<file path="config.mk">
export PLATFORM = sky130hd
export DESIGN_NAME = key_wdog
export DESIGN_NICKNAME = d
export VERILOG_FILES = /design/src/rtl/wdk_pkg.sv /design/src/rtl/wdk_bus_dec.sv /design/src/rtl/wdk_xfer_fsm.sv /design/src/rtl/wdk_ctrl_regs.sv /design/src/rtl/wdk_count_core.sv /design/src/rtl/key_wdog.sv
export SDC_FILE = /design/constraint.sdc
export NUM_CORES = 1
export LEC_CHECK = 0
export BUFFER_PORTS_ARGS = -buffer_cell sky130_fd_sc_hd__buf_4
export CORE_MARGIN = 2
export CORE_UTILIZATION = 51
export DETAILED_ROUTE_END_ITERATION = 12
export GPL_ROUTABILITY_DRIVEN = 0
export GPL_TIMING_DRIVEN = 0
export PLACE_DENSITY_LB_ADDON = 0.25
export SYNTH_ARGS = -nofsm -noshare
export SYNTH_HDL_FRONTEND = slang
export SYNTH_SLANG_ARGS = --single-unit
</file>
<file path="constraint.sdc">
create_clock -name clk -period 4.2 [get_ports clk]
set_input_delay 0.21 -clock clk [delete_from_list [all_inputs] [get_ports clk]]
set_output_delay 0.21 -clock clk [all_outputs]
set_load 0.01 [all_outputs]
</file>
<file path="src/rtl/wdk_pkg.sv">
package wdk_pkg;

    // Write-transfer machine states
    typedef enum logic [1:0] {
        XF_IDLE  = 2'd0,
        XF_HOLD1 = 2'd1,
        XF_HOLD2 = 2'd2
    } xfer_state_e;

    // Target of a held register write
    typedef enum logic [1:0] {
        SEL_NONE   = 2'd0,
        SEL_COUNT  = 2'd1,
        SEL_CTRL_A = 2'd2,
        SEL_CTRL_B = 2'd3
    } reg_sel_e;

    // Bit positions inside control register A
    localparam int unsigned CSA_EN_BIT  = 7;
    localparam int unsigned CSA_WIP_BIT = 5;
    localparam int unsigned CSA_OVF_BIT = 4;
    localparam int unsigned SELECT_W    = 3;

    // Largest prescaler shift; sizes the prescaler counter
    localparam int unsigned MAX_SHIFT = 12;

    // Division ratio as a power of two for each select code
    function automatic logic [3:0] div_shift(input logic [SELECT_W-1:0] code);
        logic [3:0] sh;
        unique case (code)
            3'd0:    sh = 4'd0;
            3'd1:    sh = 4'd2;
            3'd2:    sh = 4'd4;
            3'd3:    sh = 4'd5;
            3'd4:    sh = 4'd6;
            3'd5:    sh = 4'd7;
            3'd6:    sh = 4'd10;
            default: sh = 4'd12;
        endcase
        return sh;
    endfunction

endpackage

</file>
<file path="src/rtl/wdk_bus_dec.sv">
module wdk_bus_dec
    import wdk_pkg::*;
#(
    parameter int unsigned ADDR_W = 4,
    parameter int unsigned DATA_W = 32,
    parameter int unsigned CNT_W  = 16,
    parameter int unsigned CTL_W  = 8,
    parameter logic [DATA_W-CNT_W-1:0] KEY_CNT = 'h5A5A,
    parameter logic [DATA_W-CTL_W-1:0] KEY_CTL = 'hA5A5A5
) (
    input  logic [ADDR_W-1:0] bus_addr,
    input  logic [DATA_W-1:0] bus_wdata,
    input  logic              bus_we,
    input  logic [CNT_W-1:0]  count_val,
    input  logic [CTL_W-1:0]  csa_val,
    input  logic [CTL_W-1:0]  csb_val,
    output logic              wr_valid,
    output reg_sel_e          wr_sel,
    output logic [CNT_W-1:0]  wr_data,
    output logic [DATA_W-1:0] bus_rdata
);

    localparam logic [ADDR_W-1:0] ADR_COUNT = ADDR_W'(0);
    localparam logic [ADDR_W-1:0] ADR_CTLA  = ADDR_W'(4);
    localparam logic [ADDR_W-1:0] ADR_CTLB  = ADDR_W'(8);

    logic cnt_key_ok;
    logic ctl_key_ok;

    assign cnt_key_ok = (bus_wdata[DATA_W-1:CNT_W] == KEY_CNT);
    assign ctl_key_ok = (bus_wdata[DATA_W-1:CTL_W] == KEY_CTL);

    // Write decode and guard check
    always_comb begin
        wr_valid = 1'b0;
        wr_sel   = SEL_NONE;
        wr_data  = '0;
        unique case (bus_addr)
            ADR_COUNT: begin
                wr_sel   = SEL_COUNT;
                wr_data  = bus_wdata[CNT_W-1:0];
                wr_valid = bus_we && cnt_key_ok;
            end
            ADR_CTLA: begin
                wr_sel   = SEL_CTRL_A;
                wr_data  = CNT_W'(bus_wdata[CTL_W-1:0]);
                wr_valid = bus_we && ctl_key_ok;
            end
            ADR_CTLB: begin
                wr_sel   = SEL_CTRL_B;
                wr_data  = CNT_W'(bus_wdata[CTL_W-1:0]);
                wr_valid = bus_we && ctl_key_ok;
            end
            default: begin
                wr_valid = 1'b0;
            end
        endcase
    end

    // Read multiplexer
    always_comb begin
        bus_rdata = '0;
        unique case (bus_addr)
            ADR_COUNT: bus_rdata = DATA_W'(count_val);
            ADR_CTLA:  bus_rdata = DATA_W'(csa_val);
            ADR_CTLB:  bus_rdata = DATA_W'(csb_val);
            default:   bus_rdata = '0;
        endcase
    end

endmodule

</file>
<file path="src/rtl/wdk_xfer_fsm.sv">
module wdk_xfer_fsm
    import wdk_pkg::*;
#(
    parameter int unsigned CNT_W = 16
) (
    input  logic             clk,
    input  logic             por_n,
    input  logic             soft_rst_n,
    input  logic             cnt_en,
    input  logic             req_valid,
    input  reg_sel_e         req_sel,
    input  logic [CNT_W-1:0] req_data,
    output logic             busy,
    output logic             ld_count,
    output logic             ld_ctla,
    output logic             ld_ctlb,
    output logic [CNT_W-1:0] ld_data
);

    xfer_state_e      state_q;
    xfer_state_e      state_d;
    reg_sel_e         pend_sel_q;
    logic [CNT_W-1:0] pend_data_q;
    logic             commit;

    // State register
    always_ff @(posedge clk or negedge por_n) begin
        if (!por_n) begin
            state_q <= XF_IDLE;
        end else if (!soft_rst_n) begin
            state_q <= XF_IDLE;
        end else begin
            state_q <= state_d;
        end
    end

    // Transitions
    always_comb begin
        state_d = state_q;
        unique case (state_q)
            XF_IDLE:  if (req_valid) state_d = XF_HOLD1;
            XF_HOLD1: if (cnt_en)    state_d = XF_HOLD2;
            XF_HOLD2: if (cnt_en)    state_d = XF_IDLE;
            default:                 state_d = XF_IDLE;
        endcase
    end

    // Held write, captured only when the machine is free
    always_ff @(posedge clk or negedge por_n) begin
        if (!por_n) begin
            pend_sel_q  <= SEL_NONE;
            pend_data_q <= '0;
        end else if (state_q == XF_IDLE && req_valid) begin
            pend_sel_q  <= req_sel;
            pend_data_q <= req_data;
        end
    end

    // Outputs
    always_comb begin
        busy     = (state_q != XF_IDLE);
        commit   = (state_q == XF_HOLD2) && cnt_en;
        ld_count = commit && (pend_sel_q == SEL_COUNT);
        ld_ctla  = commit && (pend_sel_q == SEL_CTRL_A);
        ld_ctlb  = commit && (pend_sel_q == SEL_CTRL_B);
        ld_data  = pend_data_q;
    end

endmodule

</file>
<file path="src/rtl/wdk_ctrl_regs.sv">
module wdk_ctrl_regs
    import wdk_pkg::*;
#(
    parameter int unsigned CTL_W = 8
) (
    input  logic                clk,
    input  logic                por_n,
    input  logic                soft_rst_n,
    input  logic                ld_ctla,
    input  logic                ld_ctlb,
    input  logic [CTL_W-1:0]    ld_data,
    input  logic                ovf_evt,
    input  logic                busy,
    output logic                tme,
    output logic [SELECT_W-1:0] cks,
    output logic                flag,
    output logic [CTL_W-1:0]    ctlb,
    output logic [CTL_W-1:0]    csa_val
);

    // Enable, select and register B: cleared by either reset
    always_ff @(posedge clk or negedge por_n) begin
        if (!por_n) begin
            tme  <= 1'b0;
            cks  <= '0;
            ctlb <= '0;
        end else if (!soft_rst_n) begin
            tme  <= 1'b0;
            cks  <= '0;
            ctlb <= '0;
        end else begin
            if (ld_ctla) begin
                tme <= ld_data[CSA_EN_BIT];
                cks <= ld_data[SELECT_W-1:0];
            end
            if (ld_ctlb) begin
                ctlb <= ld_data;
            end
        end
    end

    // Overflow status: only power-on reset clears it; set beats clear
    always_ff @(posedge clk or negedge por_n) begin
        if (!por_n) begin
            flag <= 1'b0;
        end else if (ovf_evt) begin
            flag <= 1'b1;
        end else if (soft_rst_n && ld_ctla && !ld_data[CSA_OVF_BIT]) begin
            flag <= 1'b0;
        end
    end

    always_comb begin
        csa_val                 = '0;
        csa_val[CSA_EN_BIT]     = tme;
        csa_val[CSA_WIP_BIT]    = busy;
        csa_val[CSA_OVF_BIT]    = flag;
        csa_val[SELECT_W-1:0]   = cks;
    end

endmodule

</file>
<file path="src/rtl/wdk_count_core.sv">
module wdk_count_core
    import wdk_pkg::*;
#(
    parameter int unsigned CNT_W = 16,
    parameter int unsigned PS_W  = 12
) (
    input  logic                clk,
    input  logic                por_n,
    input  logic                soft_rst_n,
    input  logic                cnt_en,
    input  logic                tme,
    input  logic [SELECT_W-1:0] cks,
    input  logic                ld_count,
    input  logic [CNT_W-1:0]    ld_data,
    output logic [CNT_W-1:0]    count,
    output logic                ovf_evt,
    output logic                rst_req
);

    logic [PS_W-1:0] presc_q;
    logic [PS_W:0]   span;
    logic [PS_W-1:0] limit;
    logic            tick;

    // Terminal prescaler value for the selected ratio
    assign span  = (PS_W+1)'(1) << div_shift(cks);
    assign limit = PS_W'(span - (PS_W+1)'(1));
    assign tick  = tme && cnt_en && (presc_q >= limit);

    assign ovf_evt = tick && (count == '1) && !ld_count && soft_rst_n;

    always_ff @(posedge clk or negedge por_n) begin
        if (!por_n) begin
            presc_q <= '0;
            count   <= '0;
            rst_req <= 1'b0;
        end else if (!soft_rst_n) begin
            presc_q <= '0;
            count   <= '0;
            rst_req <= 1'b0;
        end else begin
            rst_req <= ovf_evt;
            if (ld_count) begin
                count   <= ld_data;
                presc_q <= '0;
            end else begin
                if (!tme) begin
                    presc_q <= '0;
                end else if (cnt_en) begin
                    presc_q <= tick ? '0 : presc_q + PS_W'(1);
                end
                if (tick) begin
                    count <= count + CNT_W'(1);
                end
            end
        end
    end

endmodule

</file>
<file path="src/rtl/key_wdog.sv">
module key_wdog
    import wdk_pkg::*;
#(
    parameter int unsigned ADDR_W = 4,
    parameter int unsigned DATA_W = 32,
    parameter int unsigned CNT_W  = 16,
    parameter int unsigned CTL_W  = 8,
    parameter logic [DATA_W-CNT_W-1:0] KEY_CNT = 'h5A5A,
    parameter logic [DATA_W-CTL_W-1:0] KEY_CTL = 'hA5A5A5
) (
    input  logic              clk,
    input  logic              por_n,
    input  logic              soft_rst_n,
    input  logic              cnt_en,
    input  logic [ADDR_W-1:0] bus_addr,
    input  logic [DATA_W-1:0] bus_wdata,
    input  logic              bus_we,
    output logic [DATA_W-1:0] bus_rdata,
    output logic              rst_req
);

    localparam int unsigned PS_W = MAX_SHIFT;

    logic                wr_valid;
    reg_sel_e            wr_sel;
    logic [CNT_W-1:0]    wr_data;
    logic                xfer_busy;
    logic                ld_count;
    logic                ld_ctla;
    logic                ld_ctlb;
    logic [CNT_W-1:0]    ld_data;
    logic                tme_q;
    logic [SELECT_W-1:0] cks_q;
    logic                flag_q;
    logic [CTL_W-1:0]    ctlb_q;
    logic [CTL_W-1:0]    csa_val;
    logic [CNT_W-1:0]    cnt_q;
    logic                ovf_evt;

    wdk_bus_dec #(
        .ADDR_W (ADDR_W),
        .DATA_W (DATA_W),
        .CNT_W  (CNT_W),
        .CTL_W  (CTL_W),
        .KEY_CNT(KEY_CNT),
        .KEY_CTL(KEY_CTL)
    ) u_bus_dec (
        .bus_addr (bus_addr),
        .bus_wdata(bus_wdata),
        .bus_we   (bus_we),
        .count_val(cnt_q),
        .csa_val  (csa_val),
        .csb_val  (ctlb_q),
        .wr_valid (wr_valid),
        .wr_sel   (wr_sel),
        .wr_data  (wr_data),
        .bus_rdata(bus_rdata)
    );

    wdk_xfer_fsm #(
        .CNT_W(CNT_W)
    ) u_xfer (
        .clk       (clk),
        .por_n     (por_n),
        .soft_rst_n(soft_rst_n),
        .cnt_en    (cnt_en),
        .req_valid (wr_valid),
        .req_sel   (wr_sel),
        .req_data  (wr_data),
        .busy      (xfer_busy),
        .ld_count  (ld_count),
        .ld_ctla   (ld_ctla),
        .ld_ctlb   (ld_ctlb),
        .ld_data   (ld_data)
    );

    wdk_ctrl_regs #(
        .CTL_W(CTL_W)
    ) u_ctrl (
        .clk       (clk),
        .por_n     (por_n),
        .soft_rst_n(soft_rst_n),
        .ld_ctla   (ld_ctla),
        .ld_ctlb   (ld_ctlb),
        .ld_data   (ld_data[CTL_W-1:0]),
        .ovf_evt   (ovf_evt),
        .busy      (xfer_busy),
        .tme       (tme_q),
        .cks       (cks_q),
        .flag      (flag_q),
        .ctlb      (ctlb_q),
        .csa_val   (csa_val)
    );

    wdk_count_core #(
        .CNT_W(CNT_W),
        .PS_W (PS_W)
    ) u_core (
        .clk       (clk),
        .por_n     (por_n),
        .soft_rst_n(soft_rst_n),
        .cnt_en    (cnt_en),
        .tme       (tme_q),
        .cks       (cks_q),
        .ld_count  (ld_count),
        .ld_data   (ld_data),
        .count     (cnt_q),
        .ovf_evt   (ovf_evt),
        .rst_req   (rst_req)
    );

endmodule

</file>
After elaboration in Yosys (flattened, before gate mapping) --
Cells that the tools add are included.
Storage, ports and cells: bits in registers 62, input bits 41, output and inout bits 33, word-level logic and storage cells 88
Operators by class: add/sub/neg operators 3, order comparisons 1, equality and inequality tests 23, shifts and indexed selects 1, muxes and demuxes 27, reductions and logical operators 23
Operators with widths (number):
- $mux 12 | 5
- $mux 16 | 3
- $pmux 16 s3 | 1
- $pmux 16 s2 | 1
- $pmux 4 s7 | 1
- $eq 24x24->1 const B | 1
- $add 16x1->16 const B | 1
- $eq 16x15->1 const B | 1
- $eq 16x16->1 const B | 1
- $mux 8 | 2
- $logic_and 1x1->1 | 14
- $add 12x1->12 const B | 1
- $ge 12x12->1 | 1
- $pmux 2 s3 | 2
- $shl 1x4->12 const A | 1
- $sub 12x1->12 const B | 1
- $eq 3x3->1 const B | 3
- $mux 2 | 4
- $eq 2x2->1 const B | 3
- $eq 3x2->1 const B | 2
- $mux 3 | 2
- $ne 3x3->1 const B | 2
- $mux 1 | 5
- $eq 2x1->1 const B | 2
- 15 further kinds | 18

Longest topological paths before layout --
Gate-level depths: netlist of the first run.
depth in word-level cells 11, mapped depth 21, mapped depth without buffers 17

By module --
From an unflattened synthesis of the first run, not the netlist that was laid out.
Unflattened totals: cell total of the unflattened synthesis 458, area, all modules 4329.2 µm²
Modules (own cells, without submodules):
- wdk_count_core | instances 1, cells each 250, area each 2109.5 µm², sequential area each 725.7 µm²
- wdk_xfer_fsm | instances 1, cells each 55, area each 872.1 µm², sequential area each 500.5 µm²
- wdk_bus_dec | instances 1, cells each 102, area each 724.4 µm², sequential area each 0.0 µm²
- wdk_ctrl_regs | instances 1, cells each 51, area each 623.1 µm², sequential area each 325.3 µm²

Worst setup path before layout of the first run --
No wires, ideal clock.
path kind reg-to-reg, start point register u_ctrl.cks[1], end point register u_core.count[13], setup time 82 ps, data arrival time 3970 ps, data required time 4118 ps, slack 149 ps, cell stages (with the launch flop) 21, buffers on the path 3, period minus slack after synthesis 4051 ps, cells stage by stage dfrtp_1 clkbuf_1 inv_1 ha_1 clkbuf_1 nor2_1 nand4_1 ha_1 nor2b_1 nor3_1 a21oi_1 o21ai_0 a22oi_1 ha_1 nand2_1 o31a_1 o32ai_2 o21ai_1 buf_2 or4_1 a31oi_1
On the way: cells in the longest elaborated chain, start to end 7, elaborated cells on any way between the ends 13, those cells by class add/sub (1); order compare (1); eq/ne (7); shift (1); mux (1); reduce/logical (2)
RTL lines:
- start, declared | line wdk_ctrl_regs.sv:15 | output logic [SELECT_W-1:0] cks,
- start signal, assigned | line wdk_ctrl_regs.sv:34 | cks <= ld_data[SELECT_W-1:0];
- $eq 3x3->1 (tied with other cells) | line wdk_pkg.sv:30 | unique case (code)
- $pmux 4 s7 * | line wdk_pkg.sv:30
- $shl 1x4->12 * | line wdk_count_core.sv:26 | assign span = (PS_W+1)'(1) << div_shift(cks);
- $sub 12x1->12 * | line wdk_count_core.sv:27 | assign limit = PS_W'(span - (PS_W+1)'(1));
- $ge 12x12->1 * | line wdk_count_core.sv:28 | assign tick = tme && cnt_en && (presc_q >= limit);
- $logic_and 1x1->1 * | line wdk_count_core.sv:28
- $ne 3x1->1 (no line) *
- end signal, assigned | line wdk_count_core.sv:44 | count <= ld_data;
- end signal, assigned | line wdk_count_core.sv:53 | count <= count + CNT_W'(1);
- end, declared | line wdk_count_core.sv:15 | output logic [CNT_W-1:0] count,
Every way passes the cells marked *; elsewhere a longest branch is shown, timed or not. A chain may end at the register's enable or synchronous reset.

Worst setup path after layout of the first run --
start point register u_ctrl.cks[2], end point register u_core.count[13]
The elaborated chain is that of the path after synthesis.

==> results of run 1 <==
## sequential cells by signal (all words and copies together) (netlist names)
register	flops
u_core.count	16
u_xfer.ld_data	16
u_core.presc_q	12
u_ctrl.ctlb	8
u_ctrl.cks	3
u_xfer.pend_sel_q	2
u_xfer.state_q	2
u_core.rst_req	1
u_ctrl.flag	1
u_ctrl.tme	1
## metal layers
metal | wire, um | vias to the layer above
met5 | 0 | -
met1 | 4330 | 1708
met4 | 114 | 0
met2 | 4980 | 151
met3 | 653 | 13
li1 | - | 1770
## cell families after synthesis
logic type                 synth area share
AOI/OAI and AO/OA                     0.139
xor gates and xnor gates             0.0412
adders and majority gates            0.0620
buffers and inverters                0.0633
DFF                                   0.384
muxes                                0.0797
other                              0.000929
and+or+nand+nor                       0.229
## area by class of cell
cell class                 instances  share of cell area
multi-input combinational        360               0.469
sequential                        62               0.314
timing repair buffer              61              0.0932
buffer                            37              0.0446
clock buffer                      10              0.0258
tap                              102              0.0258
clock inverter                     6              0.0175
inverter                          12             0.00962
## per-stage QoR
step / cell area, sq um / power, mW
2_1_floorplan: 4090 / 0.650
3_3_place_gp: 4640 / 0.700
3_5_place_dp: 4640 / 0.702
4_1_cts: 4880 / 1.28
5_1_grt: 4940 / 1.32
6_report: 4940 / 1.28
## worst register-to-register path: stages, from the launching register on
cell	delay, ns
dfrtp_1	0.41
buf_6	0.15
inv_4	0.08
ha_4	0.23
nor2_4	0.11
nand4_1	0.11
ha_2	0.21
nor2b_2	0.17
nor3_2	0.15
a21oi_1	0.06
o21ai_1	0.15
a22oi_1	0.11
ha_1	0.30
nand2_2	0.06
o31a_1	0.25
o32ai_2	0.36
o21ai_1	0.15
buf_4	0.19
or4_1	0.50
a31oi_1	0.18
## timing repair
action,in CTS,in global routing
buffers inserted,1,3
setup endpoints to repair,29,29
hold buffers,1,0
pin swaps,1,6
resized for setup,6,16
hold endpoints to repair,62,0
## report_power, final
| part | switching (mW) | internal (mW) |
|---|---|---|
| clock network | 0.252 | 0.333 |
| logic | 0.0500 | 0.0440 |
| registers | 0.00000727 | 0.597 |
## cells in the mapped netlist (5+ instances only)
library cell | number | area (sq um)
nand4_1 | 7 | 43.8
xnor2_1 | 5 | 43.8
ha_1 | 20 | 250
mux2i_1 | 22 | 220
nor4bb_1 | 8 | 80.1
nor3_1 | 13 | 65.1
o211ai_1 | 5 | 37.5
o21ai_0 | 30 | 150
nand2_1 | 46 | 173
mux2_2 | 9 | 101
a21oi_1 | 22 | 110
a31oi_1 | 7 | 43.8
nor2_1 | 57 | 214
buf_4 | 16 | 120
xor2_1 | 14 | 123
and2_1 | 8 | 50.1
inv_1 | 12 | 45.0
dfrtp_1 | 62 | 1550
or4_1 | 5 | 37.5
clkbuf_1 | 18 | 67.6
nand3_1 | 13 | 65.1
## how the worst min path moves through the flow
stage	startpoint	end
floorplan	por_n	u_core.count[0]$_DFFE_PN0P_
global placement	por_n	u_core.presc_q[8]$_DFFE_PN0P_
detailed placement	por_n	u_core.count[12]$_DFFE_PN0P_
CTS	bus_wdata[0]	u_xfer.ld_data[0]$_DFFE_PN0P_
global route	bus_wdata[0]	u_xfer.ld_data[0]$_DFFE_PN0P_
finish	bus_wdata[0]	u_xfer.ld_data[0]$_DFFE_PN0P_
==> flow_metrics.py, run 1 <==
metrics = {
    "worst_setup_path": {
        "cp_common_cell": "o21ai_1",
        "cp_cell_sequence": "buf_6, inv_4, ha_4, nor2_4, nand4_1, ha_2, nor2b_2, nor3_2, a21oi_1, o21ai_1, a22oi_1, ha_1, nand2_2, o31a_1, o32ai_2, o21ai_1, buf_4, or4_1, a31oi_1",
        "endpoint_kind": "flip-flop",
        "endpoint": "u_core.count[13]$_DFFE_PN0P_",
        "crit_arrival_ns": 4.26,
        "crit_required_ns": 4.47,
        "crit_family": "compound AO/OA/AOI/OAI gates",
        "worstSetupStartpointType": "flip-flop",
        "r2r_end": "u_core.count[13]$_DFFE_PN0P_",
        "rr_worst_depth": 19,
        "critPathMaxFanout": 8,
        "reg2reg_slack_ns": 0.21,
        "cp.depth": 19,
        "path_buf_inv": 3,
        "crit_start": "u_ctrl.cks[2]$_DFFE_PN0P_",
        "r2r_start": "u_ctrl.cks[2]$_DFFE_PN0P_",
        "critical_path_class": "flip-flop to flip-flop",
        "slowest_delay_ns": 0.50,
        "crit_path_top_delay_cell": "or4_1",
    },
    "clock_tree": {
        "root_buffer": "clkbuf_8",
        "clkSlewWorstSetupHoldPaths_ns": 0.08,
        "cts_buffers": 9,
        "cts_tree": "yes",
        "h-tree-depth": 3,
        "insertion_delay_ns": 0.35,
        "cts_sinks": 62,
        "cts_buffer_depth": 2,
    },
    "cells_and_area": {
        "layout.cells.non_filler": 650,
        "drive_gt1_frac": 0.215,
        "multi_input_area_sq_um": 2320,
        "antenna_cells": 0,
        "final_util": 0.643,
        "nNetsFinal": 604,
        "seqCellArea_sq_um": 1550,
        "area_growth_pct": 22.4,
        "fillers": 690,
        "layout_common_cells": "77 x buf_4, 62 x dfrtp_1, 56 x nor2_1, 45 x nand2_1, 29 x o21ai_0",
        "mostFrequentLayoutCell": "buf_4",
    },
    "synth": {
        "synth-seq-cells": 62,
        "synth_cells": 458,
        "postSynthAreaPerCell_sq_um": 8.81,
        "syn_area_sq_um": 4040,
        "synthDistinctLibCells": 51,
        "yosysSeqAreaShare": 0.384,
        "yosys_warnings": 0,
        "synthFlopType": "dfrtp_1",
        "async_flop_share": 1.00,
        "synth-edff-count": 0,
    },
    "place": {
        "placedCellCount": 631,
        "hpwl_um": 7480,
        "pre_cts_ws_ns": -0.311,
        "numPortBuffers": 56,
    },
    "floorplanning": {
        "ios": 74,
        "fp.dieW_um": 93.0,
        "die_h_um": 93.0,
        "die_area_sq_um": 8640,
        "row_count": 32,
        "start_util": 0.525,
        "design.core.area_sq_um": 7690,
    },
    "sta": {
        "grt_setup_unrepaired": "no",
        "setup_viol": 0,
        "slew_viol_final": 0,
        "period_minus_slack_ns": 3.99,
        "finalHoldViolCount": 0,
        "timing.hold.ws_ns": 0.0872,
        "setup_ws_ns": 0.205,
        "worstMarginPinSlew_ns": 0.799,
        "clock.fmax_mhz": 250,
        "setup_tns_ns": 0,
        "fin_crit_sh": 0.951,
        "max_slew_margin": 0.467,
        "finClkSkew_ns": 0.00891,
    },
    "detailed_routing": {
        "vias_per_cell": 5.60,
        "wl_per_cell_um": 15.5,
        "totalWireLength_um": 10100,
        "vias": 3642,
        "drt_iter0_drc": 235,
        "drc": 0,
        "ant_nets": 0,
        "dr.pass1.iters": 5,
    },
    "global_routing": {
        "grt_pass1_vias": 3627,
        "grt_max_degree": 63,
        "grt_overflow": 0,
        "grtUsageMet3": 0.0431,
        "grt_pass1_wl_um": 17000,
        "grt_usage": 0.249,
        "grt_busiest_layer": "met2",
        "antenna_found_initial": 0,
        "use_met2": 0.423,
        "use_met1": 0.315,
    },
    "power_and_ir_drop": {
        "leakagePower_nw": 2.29,
        "p_per_area_nw_per_um2": 258,
        "peakVddDrop_mv": 0.191,
    },
    "min_path": {
        "worst_hold_path.num_cells": 2,
        "hp-class": "primary input to flip-flop",
    },
    "status": {
        "status": "finished clean",
    },
    "flow_run": {
        "cap_violations": 0,
    },
}
Note: power is estimated with default switching activity, not from simulation.
==> run 2, diff against run 1 <==
Clock period 4.2 ns to 3.4 ns, I/O delays scaled along.
==> flow_metrics.py, run 2 (synthesis gave the netlist of run 1 again) <==
metrics = {
    "worst_setup_path": {
        "cp_cell_sequence": "clkbuf_8, inv_4, ha_4, nor2_4, nand4_1, ha_2, nor2b_4, nor3_2, a21oi_1, o21ai_1, a22oi_1, ha_1, nand2_2, o31a_1, o32ai_4, o21ai_2, buf_6, or4_4, a31oi_1",
        "reg2reg_slack_ns": -0.29,
        "critical_path_class": "flip-flop to flip-flop",
        "critPathMaxFanout": 6,
        "crit_arrival_ns": 3.95,
        "worstSetupStartpointType": "flip-flop",
        "crit_required_ns": 3.66,
        "rr_worst_depth": 19,
        "crit_path_top_delay_cell": "or4_4",
        "r2r_end": "u_core.count[13]$_DFFE_PN0P_",
        "endpoint_kind": "flip-flop",
        "slowest_delay_ns": 0.49,
        "r2r_start": "u_ctrl.cks[1]$_DFFE_PN0P_",
    },
    "clock_tree": {
        "cts_buffers": 9,
        "cts_buffer_depth": 2,
        "root_buffer": "clkbuf_8",
        "clkSlewWorstSetupHoldPaths_ns": 0.08,
        "cts_tree": "yes",
        "h-tree-depth": 3,
        "insertion_delay_ns": 0.34,
        "cts_sinks": 62,
    },
    "sta": {
        "clock.fmax_mhz": 271,
        "worstMarginPinSlew_ns": 0.806,
        "finalHoldViolCount": 0,
        "setup_ws_ns": -0.287,
        "grt_setup_unrepaired": "yes",
        "slew_viol_final": 0,
        "setup_viol": 23,
        "max_slew_margin": 0.463,
        "fin_crit_sh": 1.08,
        "finClkSkew_ns": 0.00723,
        "timing.hold.ws_ns": 0.0531,
        "period_minus_slack_ns": 3.69,
    },
    "floorplanning": {
        "ios": 74,
        "row_count": 32,
        "die_h_um": 93.0,
        "fp.dieW_um": 93.0,
        "design.core.area_sq_um": 7690,
        "die_area_sq_um": 8640,
        "start_util": 0.525,
    },
    "place": {
        "hpwl_um": 7500,
        "pre_cts_ws_ns": -0.544,
        "numPortBuffers": 56,
    },
    "global_routing": {
        "use_met2": 0.428,
        "grt_pass1_vias": 3703,
        "grtUsageMet3": 0.0448,
        "use_met1": 0.327,
        "antenna_found_initial": 0,
        "grt_usage": 0.251,
        "grt_pass1_wl_um": 17200,
        "grt_busiest_layer": "met2",
        "grt_overflow": 0,
        "grt_max_degree": 63,
    },
    "cells_and_area": {
        "area_growth_pct": 29.4,
        "fillers": 641,
        "mostFrequentLayoutCell": "buf_4",
        "nNetsFinal": 614,
        "layout_common_cells": "84 x buf_4, 62 x dfrtp_1, 55 x nor2_1, 43 x nand2_1",
        "antenna_cells": 0,
        "drive_gt1_frac": 0.258,
    },
    "power_and_ir_drop": {
        "p_per_area_nw_per_um2": 333,
        "peakVddDrop_mv": 0.242,
        "leakagePower_nw": 2.42,
    },
    "status": {
        "status": "complete, but fails checks",
        "violations": "setup timing",
    },
    "detailed_routing": {
        "drt_iter0_drc": 197,
        "ant_nets": 0,
        "wl_per_cell_um": 15.7,
        "vias": 3711,
        "vias_per_cell": 5.62,
        "totalWireLength_um": 10400,
        "dr.pass1.iters": 6,
        "drc": 0,
    },
    "min_path": {
        "hold_end": "u_xfer.ld_data[2]$_DFFE_PN0P_",
        "worst_hold_path.num_cells": 2,
        "worstHoldStart": "bus_wdata[2]",
        "hp-class": "primary input to flip-flop",
    },
    "flow_run": {
        "cap_violations": 0,
    },
}
## run 2: layout make-up
type / instances / area [sq um] / area share
repair buffers: 71 / 551 / 0.105
clock inverters: 6 / 133 / 0.0254
multi-input cells: 360 / 2430 / 0.465
well taps: 102 / 128 / 0.0244
inverters: 12 / 52.6 / 0.0101
plain buffers: 37 / 243 / 0.0465
clock buffers: 10 / 138 / 0.0264
flip-flops and latches: 62 / 1550 / 0.297
## run 2: what timing repair did
item,CTS,global route
setup endpoints to repair,30,30
gates cloned,1,0
buffers inserted,10,3
resized for setup,14,25
hold buffers,1,0
hold endpoints to repair,62,0
pin swaps,13,20
## run 2: how the worst max path moves through the flow
stage                                          from                           end  slack (ns)  cells after the start
after detailed placement  u_ctrl.cks[1]$_DFFE_PN0P_  u_core.count[13]$_DFFE_PN0P_       -0.54                     20
after global placement    u_ctrl.cks[2]$_DFFE_PN0P_  u_core.count[13]$_DFFE_PN0P_       -0.50                     20
final                     u_ctrl.cks[1]$_DFFE_PN0P_  u_core.count[13]$_DFFE_PN0P_       -0.29                     19
after CTS                 u_ctrl.cks[1]$_DFFE_PN0P_  u_core.count[13]$_DFFE_PN0P_       -0.29                     19
after floorplan           u_ctrl.cks[2]$_DFFE_PN0P_  u_core.count[13]$_DFFE_PN0P_       -0.22                     20
after global routing      u_ctrl.cks[1]$_DFFE_PN0P_  u_core.count[13]$_DFFE_PN0P_       -0.46                     19
## run 2: worst max-delay path, delay by kind of cell, from the launching register on
family	cells	cell delay (ns)
AO/OA/AOI/OAI	7	1.16
adder cells (fa/ha/maj)	3	0.72
buffers and inverters	3	0.36
flip-flops	1	0.40
AND/OR/NAND/NOR	6	0.95
## run 2: report_power, final
part	internal, mW	leakage, nW	total (mW)	switching [mW]
registers	0.737	0.867	0.737	0.00000882
clock network	0.580	0.132	0.883	0.303
logic	0.0544	1.42	0.116	0.0619
total	1.37	2.42	1.74	0.365
## run 2: metrics by stage
stage	area [sq um]	util	setup TNS [ns]	total power [mW]	instances
floorplan	4160	-	-0.526	0.803	473
global placement	4710	0.613	-9.60	0.865	631
detailed placement	4710	0.613	-11.36	0.867	631
CTS	5120	0.666	-2.75	1.75	657
global route	5220	0.679	-8.33	1.79	660
finish	5220	0.679	-3.13	1.74	660
## run 2: layer usage
layer  routed length (um)  vias to the layer above
li1                     -                     1798
met1                 4450                     1767
met2                 5240                      126
met3                  476                       20
met4                  206                        0
met5                    0                        -
==> run 3, diff against run 2 <==
Settings changed: CORE_MARGIN 2 to 4, CTS_CLUSTER_DIAMETER set to 60, SETUP_SLACK_MARGIN set to 0.1.
==> flow_metrics.py, run 3 (synthesis gave the netlist of run 1 again) <==
metrics = {
    "global_routing": {
        "grt_usage": 0.225,
        "grt_pass1_vias": 3793,
        "grt_overflow": 0,
        "grt_max_degree": 63,
        "antenna_found_initial": 0,
        "grt_pass1_wl_um": 17500,
    },
    "worst_setup_path": {
        "r2r_end": "u_core.count[13]$_DFFE_PN0P_",
        "cp_cell_sequence": "clkbuf_8, inv_8, ha_4, nor2_4, nand4_1, ha_2, nor2b_4, nor3_2, a21oi_2, o21ai_1, a22oi_1, ha_1, nand2_2, o31a_1, o32ai_4, o21ai_2, buf_6, or4_1, a31oi_1",
        "endpoint_kind": "flip-flop",
        "worstSetupStartpointType": "flip-flop",
        "crit_required_ns": 3.68,
        "rr_worst_depth": 19,
        "critical_path_class": "flip-flop to flip-flop",
        "crit_path_top_delay_cell": "or4_1",
        "reg2reg_slack_ns": -0.35,
        "crit_arrival_ns": 4.03,
        "critPathMaxFanout": 6,
        "r2r_start": "u_ctrl.cks[2]$_DFFE_PN0P_",
        "slowest_delay_ns": 0.52,
    },
    "sta": {
        "period_minus_slack_ns": 3.75,
        "setup_ws_ns": -0.350,
        "finalHoldViolCount": 0,
        "grt_setup_unrepaired": "yes",
        "clock.fmax_mhz": 267,
        "setup_viol": 30,
        "worstMarginPinSlew_ns": 0.789,
        "fin_crit_sh": 1.10,
        "max_slew_margin": 0.474,
        "finClkSkew_ns": 0.00963,
        "setup_tns_ns": -4.55,
        "slew_viol_final": 0,
        "timing.hold.ws_ns": 0.0415,
    },
    "cells_and_area": {
        "antenna_cells": 0,
        "area_growth_pct": 28.5,
        "layout_common_cells": "89 x buf_4, 62 x dfrtp_1, 55 x nor2_1, 43 x nand2_1, 23 x o21ai_0",
        "final_util": 0.671,
        "mostFrequentLayoutCell": "buf_4",
        "fin_area_sq_um": 5190,
        "drive_gt1_frac": 0.263,
        "nNetsFinal": 619,
    },
    "min_path": {
        "hp-class": "primary input to flip-flop",
        "worstHoldStart": "bus_wdata[1]",
        "worst_hold_path.num_cells": 2,
        "hold_end": "u_xfer.ld_data[1]$_DFFE_PN0P_",
    },
    "detailed_routing": {
        "drc": 0,
        "vias": 3777,
        "vias_per_cell": 5.68,
        "ant_nets": 0,
        "totalWireLength_um": 10700,
        "wl_per_cell_um": 16.2,
        "dr.pass1.iters": 5,
        "drt_iter0_drc": 207,
    },
    "floorplanning": {
        "die_area_sq_um": 9400,
        "design.core.area_sq_um": 7730,
        "ios": 74,
        "start_util": 0.522,
        "row_count": 32,
        "die_h_um": 97.0,
        "fp.dieW_um": 97.0,
    },
    "clock_tree": {
        "insertion_delay_ns": 0.35,
        "cts_tree": "yes",
        "cts_buffer_depth": 2,
        "cts_buffers": 9,
        "clkSlewWorstSetupHoldPaths_ns": 0.08,
        "cts_sinks": 62,
        "root_buffer": "clkbuf_8",
        "h-tree-depth": 3,
    },
    "status": {
        "status": "complete, but fails checks",
        "violations": "setup timing",
    },
    "power_and_ir_drop": {
        "leakagePower_nw": 2.40,
        "peakVddDrop_mv": 0.205,
        "p_per_area_nw_per_um2": 293,
    },
    "place": {
        "hpwl_um": 7800,
        "pre_cts_ws_ns": -0.613,
        "numPortBuffers": 56,
        "place_area_sq_um": 4710,
    },
    "flow_run": {
        "cap_violations": 0,
    },
}
==> run 3: through the flow <==
| stage | power [mW] | cells |
|---|---|---|
| after floorplan | 0.803 | 473 |
| after global placement | 0.865 | 631 |
| after detailed placement | 0.866 | 631 |
| after CTS | 1.53 | 658 |
| after global routing | 1.58 | 665 |
| final | 1.52 | 665 |
==> run 3: cell type report <==
cell class	count	area (sq um)
fillers	635	2540
multi-input cells	360	2420
flip-flops and latches	62	1550
repair buffers	76	584
plain buffers	37	243
clock buffers	10	138
well taps	102	128
clock inverters	6	71.3
inverters	12	55.1
==> run 3: critical path, delay by kind of cell (launching register included) <==
kind,cells,cell delay (ns)
adder cells (fa/ha/maj),3,0.70
flip-flops,1,0.40
buffers and inverters,3,0.36
AO/OA/AOI/OAI,7,1.11
AND/OR/NAND/NOR,6,1.07
==> run 3: worst max-delay path by stage <==
stage | endpoint | cells past startpoint | start | slack (ns)
after global placement | u_core.count[13]$_DFFE_PN0P_ | 20 | u_ctrl.cks[1]$_DFFE_PN0P_ | -0.49
after CTS | u_core.count[13]$_DFFE_PN0P_ | 19 | u_ctrl.cks[1]$_DFFE_PN0P_ | -0.35
after floorplan | u_core.count[13]$_DFFE_PN0P_ | 20 | u_ctrl.cks[2]$_DFFE_PN0P_ | -0.22
after detailed placement | u_core.count[13]$_DFFE_PN0P_ | 20 | u_ctrl.cks[2]$_DFFE_PN0P_ | -0.61
after global routing | u_core.count[13]$_DFFE_PN0P_ | 20 | u_ctrl.cks[2]$_DFFE_PN0P_ | -0.54
final | u_core.count[13]$_DFFE_PN0P_ | 19 | u_ctrl.cks[2]$_DFFE_PN0P_ | -0.35
==> run 3: power by group <==
part	switching, mW	internal [mW]	total, mW	leakage, nW
sequential	0.00000861	0.737	0.737	0.867
combinational	0.0625	0.0545	0.117	1.44
clock	0.306	0.361	0.667	0.0987
==> run 3: layer usage <==
metal | global-route usage | routed length (um) | vias to the layer above
met4 | 0.100 | 199 | 0
met1 | 0.269 | 4460 | 1786
met3 | 0.0541 | 685 | 24
met5 | 0 | 0 | -
met2 | 0.383 | 5400 | 167
li1 | - | - | 1800
==> run 3: repair_timing <==
item                       in CTS  in global routing
cloned                          1                  0
hold buffers                    1                  0
gates resized for setup        14                 23
pin swaps                      13                 28
buffers inserted               11                  8
setup endpoints to repair      30                 30
hold endpoints to repair       62                  0
